<file path="config.mk">
export PLATFORM = sky130hd
export DESIGN_NAME = vpu_top
export DESIGN_NICKNAME = d
export VERILOG_FILES = /design/src/rtl/vpu_pkg.sv /design/src/rtl/vpu_sat_narrow.sv /design/src/rtl/vpu_pack_lane.sv /design/src/rtl/vpu_interleave_lane.sv /design/src/rtl/vpu_zext.sv /design/src/rtl/vpu_top.sv
export SDC_FILE = /design/constraint.sdc
export NUM_CORES = 1
export LEC_CHECK = 0
export ABC_AREA = 1
export BUFFER_PORTS_ARGS = -buffer_cell sky130_fd_sc_hd__buf_4
export CORE_AREA = 3 3 296 298
export CTS_BUF_LIST = sky130_fd_sc_hd__clkbuf_8
export DETAILED_ROUTE_END_ITERATION = 7
export DIE_AREA = 0 0 299 301
export SLEW_MARGIN = 25
export SYNTH_ARGS = -nofsm -noshare
export SYNTH_HDL_FRONTEND = slang
export SYNTH_SLANG_ARGS = --single-unit
</file>
<file path="constraint.sdc">
create_clock -name clk -period 2.3 [get_ports clk]
set_clock_uncertainty 0.15 [all_clocks]
set_input_delay 0.115 -clock clk [delete_from_list [all_inputs] [get_ports clk]]
set_output_delay 0.115 -clock clk [all_outputs]
set_load 0.005 [all_outputs]
</file>
<file path="src/rtl/vpu_pkg.sv">
package vpu_pkg;

    // Operation select, as carried on the mode port.
    typedef enum logic [1:0] {
        OP_PACK    = 2'b00,
        OP_UNPK_LO = 2'b01,
        OP_UNPK_HI = 2'b10,
        OP_ZEXT    = 2'b11
    } vpu_op_e;

    // Output stage state.
    typedef enum logic {
        ST_IDLE = 1'b0,
        ST_SHOW = 1'b1
    } vpu_state_e;

endpackage

</file>
<file path="src/rtl/vpu_sat_narrow.sv">
module vpu_sat_narrow #(
    parameter int ELEM_W = 16
) (
    input  logic [ELEM_W-1:0]   wide,
    output logic [ELEM_W/2-1:0] narrow
);
    localparam int NW = ELEM_W / 2;

    // Signed input clamped into the unsigned range of a half-width field.
    always_comb begin
        if (wide[ELEM_W-1]) begin
            narrow = '0;
        end else if (|wide[ELEM_W-2:NW]) begin
            narrow = '1;
        end else begin
            narrow = wide[NW-1:0];
        end
    end
endmodule

</file>
<file path="src/rtl/vpu_pack_lane.sv">
module vpu_pack_lane #(
    parameter int LANE_W = 128,
    parameter int ELEM_W = 16
) (
    input  logic [LANE_W-1:0] a_lane,
    input  logic [LANE_W-1:0] b_lane,
    output logic [LANE_W-1:0] y_lane
);
    localparam int EPL = LANE_W / ELEM_W;
    localparam int NW  = ELEM_W / 2;

    // Low half of the lane takes the a elements, high half the b elements.
    for (genvar e = 0; e < EPL; e++) begin : g_elem
        vpu_sat_narrow #(.ELEM_W(ELEM_W)) u_sat_a (
            .wide   (a_lane[e*ELEM_W +: ELEM_W]),
            .narrow (y_lane[e*NW +: NW])
        );
        vpu_sat_narrow #(.ELEM_W(ELEM_W)) u_sat_b (
            .wide   (b_lane[e*ELEM_W +: ELEM_W]),
            .narrow (y_lane[(EPL+e)*NW +: NW])
        );
    end
endmodule

</file>
<file path="src/rtl/vpu_interleave_lane.sv">
module vpu_interleave_lane #(
    parameter int LANE_W = 128,
    parameter int ELEM_W = 16
) (
    input  logic [LANE_W-1:0] a_lane,
    input  logic [LANE_W-1:0] b_lane,
    input  logic              sel_hi,
    output logic [LANE_W-1:0] y_lane
);
    localparam int EPL  = LANE_W / ELEM_W;
    localparam int HALF = EPL / 2;

    logic [LANE_W-1:0] lo_mix;
    logic [LANE_W-1:0] hi_mix;

    // Even result slots take a, odd slots take b.
    for (genvar k = 0; k < HALF; k++) begin : g_pair
        assign lo_mix[(2*k)*ELEM_W   +: ELEM_W] = a_lane[k*ELEM_W +: ELEM_W];
        assign lo_mix[(2*k+1)*ELEM_W +: ELEM_W] = b_lane[k*ELEM_W +: ELEM_W];
        assign hi_mix[(2*k)*ELEM_W   +: ELEM_W] = a_lane[(HALF+k)*ELEM_W +: ELEM_W];
        assign hi_mix[(2*k+1)*ELEM_W +: ELEM_W] = b_lane[(HALF+k)*ELEM_W +: ELEM_W];
    end

    assign y_lane = sel_hi ? hi_mix : lo_mix;
endmodule

</file>
<file path="src/rtl/vpu_zext.sv">
module vpu_zext #(
    parameter int OUT_W  = 256,
    parameter int ELEM_W = 16
) (
    input  logic [OUT_W/2-1:0] src_lo,
    output logic [OUT_W-1:0]   y
);
    localparam int NW    = ELEM_W / 2;
    localparam int N_OUT = OUT_W / ELEM_W;

    for (genvar i = 0; i < N_OUT; i++) begin : g_widen
        assign y[i*ELEM_W +: ELEM_W] = {{NW{1'b0}}, src_lo[i*NW +: NW]};
    end
endmodule

</file>
<file path="src/rtl/vpu_top.sv">
module vpu_top #(
    parameter int VEC_W  = 256,
    parameter int LANE_W = 128,
    parameter int ELEM_W = 16
) (
    input  logic             clk,
    input  logic             rst_n,
    input  logic             in_valid,
    input  logic [1:0]       mode,
    input  logic [VEC_W-1:0] src_a,
    input  logic [VEC_W-1:0] src_b,
    output logic             out_valid,
    output logic [VEC_W-1:0] result
);
    import vpu_pkg::*;

    localparam int NUM_LANES = VEC_W / LANE_W;

    logic [VEC_W-1:0] pack_y;
    logic [VEC_W-1:0] unpk_lo_y;
    logic [VEC_W-1:0] unpk_hi_y;
    logic [VEC_W-1:0] zext_y;
    logic [VEC_W-1:0] next_y;
    logic [VEC_W-1:0] result_q;

    vpu_op_e    op;
    vpu_state_e state_q;
    vpu_state_e state_d;

    assign op = vpu_op_e'(mode);

    // Per-lane datapaths; nothing crosses a lane boundary.
    for (genvar l = 0; l < NUM_LANES; l++) begin : g_lane
        vpu_pack_lane #(.LANE_W(LANE_W), .ELEM_W(ELEM_W)) u_pack (
            .a_lane (src_a[l*LANE_W +: LANE_W]),
            .b_lane (src_b[l*LANE_W +: LANE_W]),
            .y_lane (pack_y[l*LANE_W +: LANE_W])
        );
        vpu_interleave_lane #(.LANE_W(LANE_W), .ELEM_W(ELEM_W)) u_mix_lo (
            .a_lane (src_a[l*LANE_W +: LANE_W]),
            .b_lane (src_b[l*LANE_W +: LANE_W]),
            .sel_hi (1'b0),
            .y_lane (unpk_lo_y[l*LANE_W +: LANE_W])
        );
        vpu_interleave_lane #(.LANE_W(LANE_W), .ELEM_W(ELEM_W)) u_mix_hi (
            .a_lane (src_a[l*LANE_W +: LANE_W]),
            .b_lane (src_b[l*LANE_W +: LANE_W]),
            .sel_hi (1'b1),
            .y_lane (unpk_hi_y[l*LANE_W +: LANE_W])
        );
    end

    vpu_zext #(.OUT_W(VEC_W), .ELEM_W(ELEM_W)) u_zext (
        .src_lo (src_a[VEC_W/2-1:0]),
        .y      (zext_y)
    );

    always_comb begin
        unique case (op)
            OP_PACK:    next_y = pack_y;
            OP_UNPK_LO: next_y = unpk_lo_y;
            OP_UNPK_HI: next_y = unpk_hi_y;
            OP_ZEXT:    next_y = zext_y;
            default:    next_y = '0;
        endcase
    end

    // Next-state logic: accept or drain.
    always_comb begin
        unique case (state_q)
            ST_IDLE: state_d = in_valid ? ST_SHOW : ST_IDLE;
            ST_SHOW: state_d = in_valid ? ST_SHOW : ST_IDLE;
            default: state_d = ST_IDLE;
        endcase
    end

    // State register.
    always_ff @(posedge clk) begin
        if (!rst_n) begin
            state_q <= ST_IDLE;
        end else begin
            state_q <= state_d;
        end
    end

    // Output register.
    always_ff @(posedge clk) begin
        if (!rst_n) begin
            result_q <= '0;
        end else if (in_valid) begin
            result_q <= next_y;
        end
    end

    assign out_valid = (state_q == ST_SHOW);
    assign result    = result_q;
endmodule

</file>
**Word level (Yosys, flattened, before mapping)**

Cells that the tools add are included.

- Output and inout bits: 257
- Word-level logic and storage cells: 104
- Register bits after elaboration: 257
- Input port bits: 517

- Eq/ne operators: 3
- Reductions and logical operators: 33
- Multiplexer cells: 66

Operators with widths:

| operator | number |
|---|---|
| $pmux W256 S4 | 1 |
| $mux W8 | 64 |
| $reduce_or A7 Y1 | 32 |
| $eq A2 B2 Y1 const B | 2 |
| $eq A2 B1 Y1 const B | 1 |
| $logic_not A2 Y1 | 1 |
| $mux W1 | 1 |

**Depth between registers and ports, before layout**

Gate-level depths: netlist (run 1).

- Depth after elaboration: 4
- Gate-level depth with buffers: 11
- Gate-level depth less buffers: 9

**Cells and area by module**

Synthesis (run 1) repeated with hierarchy kept, for this count alone.

- Cell total of the unflattened synthesis: 5,497
- Area total of the unflattened synthesis: 29,604.6 sq um

By module, submodules not included:

| module | sequential area each (sq um) | cells each | area each (sq um) | times used |
|---|---|---|---|---|
| vpu_top | 5,144.9 | 2,820 | 17,209.0 | 1 |
| vpu_interleave_lane | 0.0 | 413 | 1,756.7 | 4 |
| vpu_sat_narrow | 0.0 | 24 | 107.6 | 32 |
| vpu_zext | 0.0 | 257 | 1,925.6 | 1 |

**Worst setup path before layout (run 1)**

OpenSTA, ideal clock, no wires.

- Kind: input to register
- Start: input port mode[0]
- End: register result_q[116] (netlist: result[116])
- Arrival: 990 ps
- Path buffers: 3
- Stages on the path: 11
- Library setup time: 109 ps
- Slack: 1,051 ps
- Data required time: 2,041 ps
- Cell sequence: buf_6 -> nand2_1 -> inv_2 -> buf_4 -> buf_4 -> nand2_1 -> nand2_1 -> nor2_1 -> nand3_1 -> nand2_1 -> inv_1

- Longest elaborated chain between the ends: 2
- Elaborated cells between the ends (all ways): 5
- Classes of those cells: 3 x eq/ne; 1 x mux; 1 x reduce/logical

RTL lines:

| element | line | source |
|---|---|---|
| from (decl) | vpu_top.sv:9 | `input logic [1:0] mode,` |
| $eq A2 B2 Y1, or another cell as far along | vpu_top.sv:59 | `unique case (op)` |
| $pmux W256 S4 * | vpu_top.sv:59 |  |
| to (signal assigned) | vpu_top.sv:91 | `result_q <= next_y;` |
| to (decl) | vpu_top.sv:24 | `logic [VEC_W-1:0] result_q;` |

Mark *: on every way between the ends. The rest lies on a longest branch, timed or not.
A chain may end at the register's enable or synchronous reset.

**Worst setup path after layout (run 1)**

- Start: input port src_a[253]
- End: register result_q[186] (netlist: result[186])

- Longest elaborated chain between the ends: 4

RTL lines:

| element | line | source |
|---|---|---|
| from (decl) | vpu_top.sv:10 | `input logic [VEC_W-1:0] src_a,` |
| $reduce_or A7 Y1 | vpu_sat_narrow.sv:13 | `end else if (\|wide[ELEM_W-2:NW]) begin` |
| $mux W8 | vpu_sat_narrow.sv:13 |  |
| $mux W8 | vpu_sat_narrow.sv:11 | `if (wide[ELEM_W-1]) begin` |
| $pmux W256 S4 | vpu_top.sv:59 |  |

Every way passes these cells.

==> metrics.yaml, run 1 <==
run_status:
  status: "finished, final reports clean"
place:
  gp_congestion: 0.9554
  io_buffers: 773
  dp_hpwl_mm: 98.11
  placed_cells: 4626
  place_ws_ns: 0.2404
logic_synthesis:
  synthCells: 2790
  synth.avg_cell_area_um2: 5.799
  synth_cell_types: 20
  synth_nets: 3307
  ys_seq_elements: 257
  syn-cell-area_um2: 16180
  yosysWarnings: 0
  ys_seq_area_frac: 0.3180
global_route:
  antenna_found_initial: 28
  track_usage: 0.2763
  grt.overflow.total: 0
  grt_first_pass_wirelength_mm: 183.5
  grt_pass1_vias: 27133
  grt_max_degree: 100
sta:
  tightest_slew_ns: 0.7045
  max_freq_ghz: 0.4388
  final_hold_viol_count: 0
  relSlewSlack: 0.5286
  drv_slew: 0
  setup_viol: 0
  post-route-period-util: 0.9908
  min_period_ns: 2.279
  setup_slack_ns: 0.02117
  tns_ns: 0
  holdWs_ns: 0.06338
clock_network:
  htree_levels: 2
  clockBufferDepth: 3
  insertion_delay_ns: 0.64
  postCtsSetupBuffers: 0
  root_buffer: "clkbuf_8"
  tritoncts: "done"
  numCtsBuffers: 54
  path_clk_slew_ns: 0.06
  cts_sinks: 257
layout:
  nets: 4871
  fin_cells: 5551
  final_util: 0.3850
  areaGrowthSynthToFinish_pct: 102.6
  nFillCells: 9050
  post_route_cells_drive_above_1_share: 0.2225
floorplan:
  die_w_um: 299
  die-area_um2: 90000
  pin_count: 774
  initial_core_util: 0.1900
  die_y_um: 301
  core_region_area_um2: 85150
  num_rows: 107
setup_path:
  crit_fanout: 8
  path_class: "input pin to flip-flop"
  r2r_setup_slack_ns: 0.44
  cp-end-kind: "flip-flop"
  r2r-start: "result[157]"
  arrival_ns: 2.69
  rr_endpoint: "result[157]"
  worstSetupStartpointType: "input pin"
  required_ns: 2.71
  worstRegToRegCells: 4
power_and_ir_drop:
  p_per_area_nw_per_um2: 460.2
  vdd_drop_max_uv: 312.9
  leakage_nw: 15.74
detailed_routing:
  dr.pass1.iters: 6
  drc: 0
  drt.antenna.violating_nets: 0
  vias: 26294
  avgViaCountPerCell: 4.737
  wl_mm: 129.7
  avgRoutedWirePerCell_um: 23.36
  drt_iter0_drc: 2138
hold_path:
  hp-class: "input pin to flip-flop"
  hold_start: "src_a[29]"
  min_to: "result[53]"
  hold_depth: 7
job:
  cap_viol_max_count: 0
==> worst max-delay path, cell delays in order <==
cell	delay (ns)
dlygate4sd3_1	0.54
buf_4	0.14
nor3_1	0.28
nand2_2	0.22
o21ai_0	0.20
dlygate4sd3_1	0.57
a21oi_1	0.06
dlygate4sd3_1	0.57
==> registers in the layout (all words and copies together) (netlist names) <==
signal	flops
out_valid	1
result	256
==> logic make-up (layout without fill, tap and decap cells) <==
family	after synthesis	in the layout	share of synthesized area
and+or+nand+nor	1222	1222	0.3038
buffers and inverters	495	2096	0.1258
DFF	257	257	0.3180
other	0	16	0
AOI/OAI and AO/OA	816	816	0.2524
==> worst max path at each step <==
stage                from          end  slack, ns  cells after the start
4_1_cts         src_b[94]  result[107]       0.01                     10
3_3_place_gp      mode[0]  result[241]       0.24                     10
3_5_place_dp      mode[0]  result[241]       0.24                     10
6_report       src_a[253]  result[186]       0.02                      8
5_1_grt         src_a[24]   result[14]     -0.005                     10
2_1_floorplan     mode[0]  result[116]       1.05                     11
==> report_power, final <==
group	internal [mW]	switching (mW)	total [mW]
Clock	2.64	2.45	5.09
Sequential	4.79	0.206	5.00
Combinational	2.56	2.44	5.00
==> cell type report <==
| class | instances | area, um^2 | area share |
|---|---|---|---|
| timing repair buffer | 1659 | 14710 | 0.4488 |
| multi-input combinational | 2038 | 9091 | 0.2773 |
| sequential | 257 | 5145 | 0.1569 |
| tap | 1144 | 1431 | 0.04366 |
| inverter | 344 | 1318 | 0.04019 |
| clock buffer | 65 | 894.6 | 0.02729 |
| clock inverter | 28 | 150.1 | 0.004580 |
| antenna | 16 | 40.04 | 0.001221 |
==> synthesized netlist by cell type, drive strengths merged <==
cell / count / share of area
o21ai: 479 / 0.15
nor2: 382 / 0.093
clkbuf: 64 / 0.015
inv: 344 / 0.080
buf: 87 / 0.031
nand3: 167 / 0.052
nor3: 23 / 0.0071
a21oi: 337 / 0.10
nand2: 650 / 0.15
dfxtp: 257 / 0.32
==> layer usage <==
metal	routed length (um)	vias up	track usage	share of wire
li1	-	12118	-	-
met3	10570	355	0.05566	0.081
met1	49480	12278	0.3214	0.38
met4	7818	12	0.1439	0.060
met5	79	-	0	0.00061
met2	61740	1531	0.4788	0.48
==> through the flow <==
stage	instance area (um^2)	total power, mW
after floorplan	16180	6.393
after global placement	23420	8.780
after detailed placement	23420	8.774
after CTS	32610	15.09
after global routing	32780	15.74
final	32780	15.09
==> repair_timing <==
action | in CTS | in global routing
setup endpoints to repair | 0 | 78
hold buffers | 813 | 4
gates resized for setup | 0 | 43
endpoints found under the hold margin | 257 | 2
==> cell usage in the layout, fill, tap and decap left out, types with 2 or more instances in the layout <==
cell type      synthesis  routed
nor2_4                 0       5
buf_12                 0      15
inv_1                339     355
nand2_4                1       2
clkinvlp_4             0       2
buf_6                  4       6
dfxtp_1              257     257
clkbuf_8               0      65
inv_6                  1       2
nor2_2                31      32
nand2_1              647     639
nand2_2                2       8
buf_4                 17     822
o21ai_0              473     462
dlygate4sd3_1          0     814
nor2_1               351     345
a21oi_1              337     337
inv_4                  1       2
nor3_2                 0       2
nand3_1              167     167
o21ai_1                6      16
clkinv_2               0       5
inv_2                  3       4
diode_2                0      16
nor3_1                23      21
Power figures use the tool's default switching activity.
==> run 2, diff against run 1 <==
==> constraint.sdc (replaced) <==
create_clock -name clk -period 2.76 [get_ports clk]
set_clock_uncertainty 0.15 [all_clocks]
set_input_delay 0.138 -clock clk [delete_from_list [all_inputs] [get_ports clk]]
set_output_delay 0.138 -clock clk [all_outputs]
set_load 0.005 [all_outputs]
==> run 2 against run 1 <==
First-iteration DRC count down 8.8%. Global-route usage about the same. Cell count shrank 0.85%. Core utilization fell by 0.62 points. Non-clock buffer count down 47. Combinational power down 18%. Critical path type unchanged. Largest power group unchanged.
==> metrics.yaml, run 2 (synthesized netlist as in run 1, its figures left out) <==
run_status:
  status: "finished, final reports clean"  # unchanged
sta:
  holdWs_ns: 0.2034  # was 0.06338 ns
  post-route-period-util: 0.9931
  relSlewSlack: 0.4631  # was 0.5286
  min_period_ns: 2.741
  tns_ns: 0  # unchanged
  setup_viol: 0  # unchanged
  final_hold_viol_count: 0  # unchanged
  rsz0062_at_grt: "false"
  max_freq_ghz: 0.3649
  tightest_slew_ns: 0.8024  # was 0.7045 ns
  drv_slew: 0  # unchanged
detailed_routing:
  drt_iter0_drc: 1949  # was 2138
  drt.antenna.violating_nets: 0  # unchanged
  drc: 0  # unchanged
  dr.pass1.iters: 6  # unchanged
  vias: 26186  # was 26294
  avgViaCountPerCell: 4.758  # was 4.737
  avgRoutedWirePerCell_um: 23.61  # was 23.36 um
  wl_mm: 130.0  # was 129.7 mm
hold_path:
  hp-class: "input pin to flip-flop"  # unchanged
  hold_depth: 4  # was 7
  min_to: "result[158]"  # was result[53]
  hold_start: "src_a[182]"  # was src_a[29]
power_and_ir_drop:
  p_per_area_nw_per_um2: 386.9  # was 460.2 nW/um^2
  leakage_nw: 15.43  # was 15.74 nW
  vdd_drop_max_uv: 337.9  # was 312.9 uV
setup_path:
  required_ns: 3.11  # was 2.71 ns
  path_class: "input pin to flip-flop"  # unchanged
  rr_endpoint: "result[85]"  # was result[157]
  r2r_setup_slack_ns: 1.24  # was 0.44 ns
  crit_fanout: 82  # was 8
  worstRegToRegCells: 3  # was 4
  worstSetupStartpointType: "input pin"  # unchanged
  cp-end-kind: "flip-flop"  # unchanged
  r2r-start: "result[85]"  # was result[157]
  arrival_ns: 3.09  # was 2.69 ns
floorplan:
  core_region_area_um2: 85150  # unchanged
  initial_core_util: 0.1900  # unchanged
  pin_count: 774  # unchanged
  die_w_um: 299  # unchanged
  die-area_um2: 90000  # unchanged
  die_y_um: 301  # unchanged
  num_rows: 107  # unchanged
place:
  dp_hpwl_mm: 99.29  # was 98.11 mm
  io_buffers: 773  # unchanged
  gp_congestion: 0.9614  # was 0.9554
layout:
  nets: 4823  # was 4871
  post_route_cells_drive_above_1_share: 0.2172  # was 0.2225
  mostFrequentLayoutCell: "buf_4"  # unchanged
  largest_reg_flops: 256  # unchanged
  final_cell_mix: "buf_4, dlygate4sd3_1, nand2_1, o21ai_0, inv_1"  # unchanged
  areaGrowthSynthToFinish_pct: 99.35  # was 102.6%
global_route:
  grt_pass1_vias: 26361  # was 27133
  grt_max_degree: 107  # was 100
  grt.overflow.total: 0  # unchanged
  antenna_found_initial: 34  # was 28
  grt_first_pass_wirelength_mm: 182.4  # was 183.5 mm
  track_usage: 0.2762  # was 0.2763
job:
  cap_viol_max_count: 0  # unchanged
clock_network:
  htree_levels: 2  # unchanged
  clockBufferDepth: 3  # unchanged
  tritoncts: "done"  # unchanged
  path_clk_slew_ns: 0.06  # about the same
  insertion_delay_ns: 0.61  # was 0.64 ns
  root_buffer: "clkbuf_8"  # unchanged
  numCtsBuffers: 53  # was 54
  cts_sinks: 257  # unchanged
  postCtsSetupBuffers: 0  # unchanged
-- run 2: cell types whose count changed in the layout (fill, tap and decap cells not counted), moves of 5 or more --
cell,previous run,this run
buf_6,6,1
o21ai_1,16,6
nand2_2,8,0
dlygate4sd3_1,814,784
o21ai_0,462,473
buf_4,822,813
nand2_1,639,647
-- run 2: stage by stage --
| stage | total power, mW | instances | setup WS (ns) | cell area, um^2 | util |
|---|---|---|---|---|---|
| after detailed placement | 7.301 | 4611 | 0.2404 | 23290 | 0.2735 |
| after floorplan | 5.328 | 2790 | 1.488 | 16180 | - |
| final | 12.48 | 5504 | 0.01918 | 32250 | 0.3788 |
| after global routing | 13.06 | 5497 | 0.003923 | 32240 | 0.3786 |
| after CTS | 12.52 | 5485 | 0.07523 | 32190 | 0.3780 |
| after global placement | 7.302 | 4611 | 0.2536 | 23290 | 0.2735 |
-- run 2: layout make-up --
class                   instances  area [um^2]
diodes                         19        47.55
clock inverters                22        115.1
well taps                    1144         1431
repair buffers               1612        14240
multi-input cells            2038         9027
inverters                     344         1309
flip-flops and latches        257         5145
clock buffers                  68        935.9
fillers                      9111        52890
-- run 2: power by group --
group          leakage [nW]  switching [mW]  internal, mW
logic                  12.7            2.01          2.07
registers              2.13           0.174          3.99
clock network         0.607            1.96          2.27
-- run 2: layer usage --
layer	global-route usage	wire, um
met5	0	78
met4	0.1373	7397
met3	0.05804	9979
met2	0.4874	63080
met1	0.3153	49430
-- run 2: worst max path at each step --
stage	from	to	slack (ns)
finish	in_valid	result[61]	0.02
global route	in_valid	result[77]	0.004
CTS	in_valid	result[61]	0.08
detailed placement	mode[0]	result[244]	0.24
global placement	mode[0]	result[244]	0.25
floorplan	mode[0]	result[116]	1.49
-- run 2: critical path: stages --
cell           delay (ns)
dlygate4sd3_1        0.59
buf_12               0.34
buf_12               0.34
nand2_1              0.09
a21oi_1              0.19
dlygate4sd3_1        0.61
a21oi_1              0.08
dlygate4sd3_1        0.57
-- run 2: timing repair --
| action | 4_1_cts | 5_1_grt |
|---|---|---|
| resized for setup | 0 | 5 |
| endpoints found under the setup margin | 0 | 41 |
| endpoints found under the hold margin | 257 | 0 |
| hold buffers | 784 | 0 |
